$ cat config.mk
export PLATFORM = sky130hd
export DESIGN_NAME = usbev_status_top
export DESIGN_NICKNAME = d
export VERILOG_FILES = /design/src/rtl/usbev_pkg.sv /design/src/rtl/usbev_flag_cell.sv /design/src/rtl/usbev_status_bank.sv /design/src/rtl/usbev_enable_bank.sv /design/src/rtl/usbev_readmux.sv /design/src/rtl/usbev_status_top.sv
export SDC_FILE = /design/constraint.sdc
export NUM_CORES = 1
export LEC_CHECK = 0
export BUFFER_PORTS_ARGS = -buffer_cell sky130_fd_sc_hd__buf_2
export CELL_PAD_IN_SITES_DETAIL_PLACEMENT = 1
export CELL_PAD_IN_SITES_GLOBAL_PLACEMENT = 1
export CORE_ASPECT_RATIO = 1.75
export CORE_MARGIN = 8
export CORE_UTILIZATION = 28
export CTS_CLUSTER_SIZE = 10
export DETAILED_ROUTE_END_ITERATION = 8
export PLACE_DENSITY = 0.76
export SLEW_MARGIN = 40
export SYNTH_ARGS = -nofsm -noshare
export SYNTH_HDL_FRONTEND = slang
export SYNTH_SLANG_ARGS = --single-unit
export TNS_END_PERCENT = 5
$ cat constraint.sdc
create_clock -name clk -period 0.92 [get_ports clk]
set_clock_uncertainty 0.05 [all_clocks]
set_input_delay 0.138 -clock clk [delete_from_list [all_inputs] [get_ports clk]]
set_output_delay 0.138 -clock clk [all_outputs]
set_load 0.02 [all_outputs]
$ cat src/rtl/usbev_pkg.sv
package usbev_pkg;

    localparam int BUS_W     = 16;
    localparam int NUM_FLAGS = 6;

    // flag bit positions (software decodes these)
    localparam int FLG_SUSPEND = 5;
    localparam int FLG_SOF     = 4;
    localparam int FLG_BUSRST  = 3;
    localparam int FLG_WAKEUP  = 2;
    localparam int FLG_SETUP   = 1;
    localparam int FLG_CONFIG  = 0;

    // bits that are interrupt causes
    localparam logic [NUM_FLAGS-1:0] CAUSE_MASK = 6'b111101;

    typedef enum logic {
        REG_STATUS = 1'b0,
        REG_ENABLE = 1'b1
    } reg_sel_e;

    typedef struct packed {
        logic             sel;
        logic             wr;
        logic             rmw;
        reg_sel_e         target;
        logic [BUS_W-1:0] wdata;
    } bus_req_t;

    function automatic logic is_cause(input int idx);
        return CAUSE_MASK[idx];
    endfunction

    // sticky flag: a set event wins over a clear
    function automatic logic flag_next(input logic cur, input logic set, input logic clr);
        return set | (cur & ~clr);
    endfunction

endpackage

$ cat src/rtl/usbev_flag_cell.sv
module usbev_flag_cell (
    input  logic clk,
    input  logic rst,
    input  logic set_i,
    input  logic clr_i,
    output logic flag_o
);
    import usbev_pkg::*;

    always_ff @(posedge clk) begin
        if (rst) flag_o <= 1'b0;
        else     flag_o <= flag_next(flag_o, set_i, clr_i);
    end

    AST_FLAG_SET_WINS: assert property (@(posedge clk) disable iff (rst)
        set_i |=> flag_o);
    AST_FLAG_CLEARS: assert property (@(posedge clk) disable iff (rst)
        (clr_i && !set_i) |=> !flag_o);
    AST_FLAG_HOLDS: assert property (@(posedge clk) disable iff (rst)
        (!clr_i && !set_i) |=> $stable(flag_o));

endmodule

$ cat src/rtl/usbev_status_bank.sv
module usbev_status_bank
    import usbev_pkg::*;
#(
    parameter int N = NUM_FLAGS
) (
    input  logic         clk,
    input  logic         rst,
    input  logic [N-1:0] events_i,
    input  logic         wr_i,
    input  logic [N-1:0] wdata_i,
    output logic [N-1:0] flags_o
);
    // a 0 in the write data clears; a 1 leaves the flag alone
    logic [N-1:0] clr;

    always_comb begin
        clr = wr_i ? ~wdata_i : '0;
    end

    for (genvar k = 0; k < N; k++) begin : g_flag
        usbev_flag_cell u_cell (
            .clk    (clk),
            .rst    (rst),
            .set_i  (events_i[k]),
            .clr_i  (clr[k]),
            .flag_o (flags_o[k])
        );
    end

    AST_NO_SET_BY_WRITE: assert property (@(posedge clk) disable iff (rst)
        (wr_i && (events_i == '0)) |=> ((flags_o & ~$past(flags_o)) == '0));

endmodule

$ cat src/rtl/usbev_enable_bank.sv
module usbev_enable_bank
    import usbev_pkg::*;
#(
    parameter int N     = NUM_FLAGS,
    parameter int CFG_W = 1
) (
    input  logic             clk,
    input  logic             rst,
    input  logic             wr_i,
    input  logic [N-1:0]     wdata_i,
    input  logic             cfg_evt_i,
    input  logic [CFG_W-1:0] cfg_val_i,
    output logic [N-1:0]     enables_o,
    output logic [CFG_W-1:0] cfg_o
);
    logic [N-1:0] en_q;

    for (genvar k = 0; k < N; k++) begin : g_en
        if (is_cause(k)) begin : g_cause
            always_ff @(posedge clk) begin
                if (rst)       en_q[k] <= 1'b0;
                else if (wr_i) en_q[k] <= wdata_i[k];
            end
        end else begin : g_none
            assign en_q[k] = 1'b0;
        end
    end

    always_ff @(posedge clk) begin
        if (rst)            cfg_o <= '0;
        else if (cfg_evt_i) cfg_o <= cfg_val_i;
    end

    assign enables_o = en_q;

    AST_EN_HOLD: assert property (@(posedge clk) disable iff (rst)
        !wr_i |=> $stable(enables_o));
    AST_CFG_HOLD: assert property (@(posedge clk) disable iff (rst)
        !cfg_evt_i |=> $stable(cfg_o));
    AST_CFG_CAPTURE: assert property (@(posedge clk) disable iff (rst)
        cfg_evt_i |=> (cfg_o == $past(cfg_val_i)));

endmodule

$ cat src/rtl/usbev_readmux.sv
module usbev_readmux
    import usbev_pkg::*;
#(
    parameter int N       = NUM_FLAGS,
    parameter int CFG_W   = 1,
    parameter int CFG_LSB = 8
) (
    input  bus_req_t         req_i,
    input  logic [N-1:0]     flags_i,
    input  logic [N-1:0]     enables_i,
    input  logic [CFG_W-1:0] cfg_i,
    output logic [BUS_W-1:0] rdata_o
);
    localparam logic [N-1:0] CMASK = CAUSE_MASK[N-1:0];

    always_comb begin
        rdata_o = '0;
        if (req_i.sel && !req_i.wr) begin
            unique case (req_i.target)
                REG_STATUS: begin
                    // causes read as 1 during read-modify-write
                    rdata_o[N-1:0] = req_i.rmw ? (flags_i | CMASK) : flags_i;
                end
                REG_ENABLE: begin
                    rdata_o[N-1:0]             = enables_i & CMASK;
                    rdata_o[CFG_LSB +: CFG_W]  = cfg_i;
                end
                default: rdata_o = '0;
            endcase
        end
    end

endmodule

$ cat src/rtl/usbev_status_top.sv
module usbev_status_top
    import usbev_pkg::*;
#(
    parameter int CFG_W   = 1,
    parameter int CFG_LSB = 8
) (
    input  logic             clk,
    input  logic             rst,
    input  logic             ev_suspend,
    input  logic             ev_sof,
    input  logic             ev_bus_reset,
    input  logic             ev_wakeup,
    input  logic             ev_setup,
    input  logic             ev_config,
    input  logic [CFG_W-1:0] ev_config_val,
    input  logic             reg_sel,
    input  logic             reg_wr,
    input  logic             reg_rmw,
    input  logic             reg_addr,
    input  logic [15:0]      reg_wdata,
    output logic [15:0]      reg_rdata,
    output logic             irq,
    output logic [CFG_W-1:0] cfg_num
);
    localparam int N = NUM_FLAGS;

    bus_req_t     req;
    logic [N-1:0] events;
    logic [N-1:0] flags;
    logic [N-1:0] enables;
    logic         wr_status;
    logic         wr_enable;
    logic         unused_wdata_hi;

    always_comb begin
        req.sel    = reg_sel;
        req.wr     = reg_wr;
        req.rmw    = reg_rmw;
        req.target = reg_sel_e'(reg_addr);
        req.wdata  = reg_wdata;
    end

    always_comb begin
        events              = '0;
        events[FLG_SUSPEND] = ev_suspend;
        events[FLG_SOF]     = ev_sof;
        events[FLG_BUSRST]  = ev_bus_reset;
        events[FLG_WAKEUP]  = ev_wakeup;
        events[FLG_SETUP]   = ev_setup;
        events[FLG_CONFIG]  = ev_config;
    end

    assign wr_status       = req.sel && req.wr && (req.target == REG_STATUS);
    assign wr_enable       = req.sel && req.wr && (req.target == REG_ENABLE);
    assign unused_wdata_hi = ^req.wdata[BUS_W-1:N];

    usbev_status_bank #(.N(N)) u_status (
        .clk      (clk),
        .rst      (rst),
        .events_i (events),
        .wr_i     (wr_status),
        .wdata_i  (req.wdata[N-1:0]),
        .flags_o  (flags)
    );

    usbev_enable_bank #(.N(N), .CFG_W(CFG_W)) u_enable (
        .clk       (clk),
        .rst       (rst),
        .wr_i      (wr_enable),
        .wdata_i   (req.wdata[N-1:0]),
        .cfg_evt_i (ev_config),
        .cfg_val_i (ev_config_val),
        .enables_o (enables),
        .cfg_o     (cfg_num)
    );

    usbev_readmux #(.N(N), .CFG_W(CFG_W), .CFG_LSB(CFG_LSB)) u_rmux (
        .req_i     (req),
        .flags_i   (flags),
        .enables_i (enables),
        .cfg_i     (cfg_num),
        .rdata_o   (reg_rdata)
    );

    assign irq = |(flags & enables & CAUSE_MASK[N-1:0]);

    AST_IRQ_NEEDS_CAUSE: assert property (@(posedge clk) disable iff (rst)
        (!irq && (events == '0) && !(reg_sel && reg_wr)) |=> !irq);
    AST_SETUP_NO_IRQ: assert property (@(posedge clk) disable iff (rst)
        (irq && !ev_suspend && !ev_sof && !ev_bus_reset && !ev_wakeup && !ev_config
         && !(reg_sel && reg_wr)) |=> irq);
    AST_RMW_ONES: assert property (@(posedge clk) disable iff (rst)
        (reg_sel && !reg_wr && reg_rmw && !reg_addr)
            |-> ((reg_rdata[N-1:0] & CAUSE_MASK[N-1:0]) == CAUSE_MASK[N-1:0]));
    AST_RESET_CLEAR: assert property (@(posedge clk)
        $past(rst) |-> ((flags == '0) && (enables == '0) && (cfg_num == '0)));
    AST_CONFIG_SETS: assert property (@(posedge clk) disable iff (rst)
        ev_config |=> reg_rdata[FLG_CONFIG] || !(reg_sel && !reg_wr && !reg_addr));

endmodule

# [After elaboration in Yosys (flattened, before gate mapping)]
# Cells that the tools add are included.
# W data, S select, Z words.
[totals] reg_bits=12 in_bits=29 out_inout_bits=18 elab_cells=44
[op_classes] mux=5 n_bitwise=21 n_reduce_logical=6
[op_table] op="$mux W6" count=2
[op_table] op="$pmux W6 S2" count=1
[op_table] op="$mux W9" count=1
[op_table] op="$not A1 Y1" count=7
[op_table] op="$and A1 B1 Y1" count=6
[op_table] op="$and A6 B6 Y6" count=1
[op_table] op="$not A6 Y6" count=1
[op_table] op="$or A1 B1 Y1" count=6
[op_table] op="$reduce_or A5 Y1" count=1
[op_table] op="$logic_and A1 B1 Y1" count=4
[op_table] op="$logic_not A1 Y1" count=1
[op_table] op="$mux W1" count=1

# [Depth between registers and ports, before layout]
[logic_depth] word_depth=6 ltp_mapped=3 ltp_nobuf=2

# [Hierarchy]
# Synthesis repeated with hierarchy kept, for this count alone.
[unflattened] cells_unflattened=88 area_unflattened_um2=744.5
[by_module_without_submodules] mod="usbev_flag_cell" n_inst=6 cells_each=4 area_each_um2=38.8 seq_area_each_um2=20.0
[by_module_without_submodules] mod="usbev_enable_bank" n_inst=1 cells_each=21 area_each_um2=225.2 seq_area_each_um2=120.1
[by_module_without_submodules] mod="usbev_readmux" n_inst=1 cells_each=31 area_each_um2=198.9 seq_area_each_um2=0.0
[by_module_without_submodules] mod="usbev_status_bank" n_inst=1 cells_each=6 area_each_um2=52.6 seq_area_each_um2=0.0
[by_module_without_submodules] mod="usbev_status_top" n_inst=1 cells_each=6 area_each_um2=35.0 seq_area_each_um2=0.0

# [Worst setup path before layout]
# No wires, ideal clock.
[synth_timing] path_type="in2out" startpoint="input port reg_wr" endpoint="output port reg_rdata[1]" arrival_ns=0.964 t_required_ns=0.732 slack_ns=-0.232 path_stages=3 cell_sequence="nand2b_1 -> clkbuf_1 -> nor3b_1"
[synth_via] elab_chain_len=3
[synth_lines] element="start: declaration" line_no="usbev_status_top.sv:17" source="input logic reg_wr,"
[synth_lines] element="$logic_not A1 Y1" line_no="usbev_readmux.sv:18" source="if (req_i.sel && !req_i.wr) begin"
[synth_lines] element="$logic_and A1 B1 Y1" line_no="usbev_readmux.sv:18"
[synth_lines] element="$mux W9" line_no="usbev_readmux.sv:18"
[synth_lines] element="end: declaration" line_no="usbev_status_top.sv:21" source="output logic [15:0] reg_rdata,"
# No other way between the ends.

# [Worst setup path after layout]
[layout_timing] startpoint="register u_status.g_flag[0].u_cell.flag_o" endpoint="output port irq"
[layout_via] elab_chain_len=2
[layout_lines] element="start: declaration" line_no="usbev_flag_cell.sv:6" source="output logic flag_o"
[layout_lines] element="start signal: assignment" line_no="usbev_flag_cell.sv:12" source="else flag_o <= flag_next(flag_o, set_i, clr_i);"
[layout_lines] element="$and A6 B6 Y6" line_no="usbev_status_top.sv:85" source="assign irq = |(flags & enables & CAUSE_MASK[N-1:0]);"
[layout_lines] element="$reduce_or A5 Y1" line_no="usbev_status_top.sv:85"
[layout_lines] element="end: declaration" line_no="usbev_status_top.sv:22" source="output logic irq,"
# No other way between the ends.

==> impl_metrics.toml <==
[pwr]
peakVddDrop_uv = 797.1
p_leak_uw = 0.0005135
power.density_mw_per_mm2 = 1338
total_power_uw = 1565

[drt]
drt_wl_total_um = 2211
post_drt_via_cell_ratio = 4.776
wl_per_cell_um = 15.04
dr.pass1.iters = 4
drtIter0Drc = 14
num_vias = 702
postRouteAntennaNets = 0
drc_errors = 0

[flow_run]
cap_violations = 0

[placement]
hpwl_um = 1703
place_congestion = 0.7204
portBuffers = 27
dp_slack_ns = -0.1788
placed_cells = 143

[timing]
rsz0062_at_grt = "yes"
finalHoldViolCount = 0
slew_viol_final = 0
fmax_mhz = 751.3
hold_ws_ns = 0.08549
fin_crit_sh_pct = 144.7
layout_setup_ws_ns = -0.4111
layout_min_cycle_time_ns = 1.331
setup_viol = 8

[worst_setup_path]
cp_max_fo = 3
worstPathArrival_ns = 1.14
reg2reg_depth = 3
startpoint = "u_status.g_flag[0].u_cell.flag_o"
worstPathRequired_ns = 0.73
worstSetupPathType = "reg -> out"
worstSetupEndpoint = "irq"
critPathCaptureType = "output pin"
cp-start-kind = "flip-flop"
reg2reg_from = "u_status.g_flag[3].u_cell.flag_o"
ff2ff_setup_slack_ns = 0.08
r2r-end = "u_status.g_flag[3].u_cell.flag_o"

[synthesis]
syn_inst = 86
synth_compound_area_share_pct = 12.74
yosys_warnings = 0
synth_mux_area_share_pct = 8.262
synth-seq-cells = 12
synth.distinct_cells = 18
synthAdderAreaFrac_pct = 0
synth_xor_area_share_pct = 0
synth_top_family_by_area = "simple AND/OR/NAND/NOR gates"
synthSimpleGateAreaFrac_pct = 32.01
seq_area_frac_synth_pct = 33.05
syn-cell-area_um2 = 726.9
syn_avg_cell_area_um2 = 8.453

[global_routing]
grt_overflow = 0
grt_pass1_vias = 801
grt_usage_pct = 10.43
antenna_found_initial = 0
grt_max_degree = 18
grt_pass1_wl_um = 3594

[layout]
drive_gt1_share_pct = 61.16
area_growth_pct = 60.93
fin_cells = 147
final_common_cell = "buf_2"
nets = 151
diodes = 0
mostFrequentLayoutCells = "buf_2, nor2_1, nand2b_1, buf_4, dfxtp_2"
finish.utilization_pct = 46.94
fill_cells = 304

[clock_network]
cts_buffers = 3
clk_pin_slew_ns = 0.06
cts-root-buf = "clkbuf_8"
cts_sinks = 12
cts_max_level = 1
clk_path_buf_depth = 2
cts_tree = "done"
clkLatencyLatePin_ns = 0.24
cts_setup_buffers = 0

[outcome]
violations = "negative setup slack"
outcome = "finished with violations"

[die]
die_h_um = 83.41
ios = 47
std_cell_rows = 24
core-area_mm2 = 0.002492
die_x_um = 54.52
start_util_pct = 29.17
fp.dieArea_mm2 = 0.004547

[min_path]
holdPathStages = 3
min_path_type = "in -> reg"
[cell usage after synthesis]
library cell	count	share of area (%)
nand2b_1	11	9.5
and3_1	1	0.86
dfxtp_1	12	33
and3b_1	1	1.2
buf_6	1	1.5
a211oi_2	6	10
conb_1	1	0.52
mux2i_1	6	8.3
buf_2	3	2.1
nand2_1	2	1.0
nor3b_1	1	1.0
clkbuf_1	1	0.52
nor2b_1	5	4.3
a22oi_1	1	1.0
nor2_1	14	7.2
nor3_1	10	6.9
a222oi_1	1	1.4
buf_4	9	9.3
[registers in the layout, indices dropped and copies added, names as in the netlist]
signal,cells
u_status.g_flag.u_cell.flag_o,6
u_enable.enables_o,5
u_enable.cfg_o,1
[power by group]
part | switching (uW) | internal (uW) | total [uW]
clock | 235 | 380 | 614
sequential | 30.7 | 555 | 586
combinational | 196 | 169 | 365
[per-layer routing]
layer,vias up,wire length (um),global-route usage (%)
li1,347,-,-
met1,331,787,10.62
met2,20,1261,18.34
met3,4,122,2.500
met4,0,39,4.730
met5,-,0,0
[critical path: stages, from the launching register on]
cell	delay, ns
dfxtp_1	0.32
a222oi_1	0.33
nand2_1	0.09
buf_2	0.16
[metrics by stage]
step,cell area [um2],setup TNS [ns]
floorplan,830.8,-0.08535
global placement,984.7,-2.207
detailed placement,984.7,-2.559
CTS,1157,-2.026
global route,1170,-2.365
finish,1170,-2.009
[final cells by class]
cell class	instances	area, um2	area share, %
flip-flops and latches	12	256.5	21.93
repair buffers	37	275.3	23.53
multi-input cells	68	550.5	47.06
clock buffers	4	55.05	4.706
well taps	26	32.53	2.781
[worst min-delay path by stage]
stage                  start             end  slack (ns)
2_1_floorplan  ev_config_val  u_enable.cfg_o        0.24
3_3_place_gp   ev_config_val  u_enable.cfg_o        0.33
3_5_place_dp   ev_config_val  u_enable.cfg_o        0.35
4_1_cts        ev_config_val  u_enable.cfg_o         0.1
5_1_grt        ev_config_val  u_enable.cfg_o        0.09
6_report       ev_config_val  u_enable.cfg_o        0.09
[cells by family (layout without fill, tap and decap cells)]
logic type / Yosys count / in the layout
other: 1 / 9
buffers and inverters: 14 / 41
muxes: 6 / 6
and+or+nand+nor: 45 / 45
DFF: 12 / 12
AOI/OAI and AO/OA: 8 / 8
[repair_timing]
| item | CTS | global route |
|---|---|---|
| resized for setup | 37 | 5 |
| endpoints found under the setup margin | 9 | 9 |
| hold buffers | 0 | 0 |
| pin swaps | 5 | 2 |
| hold endpoints to repair | 0 | 0 |
Note: power is estimated with default switching activity, not from simulation.
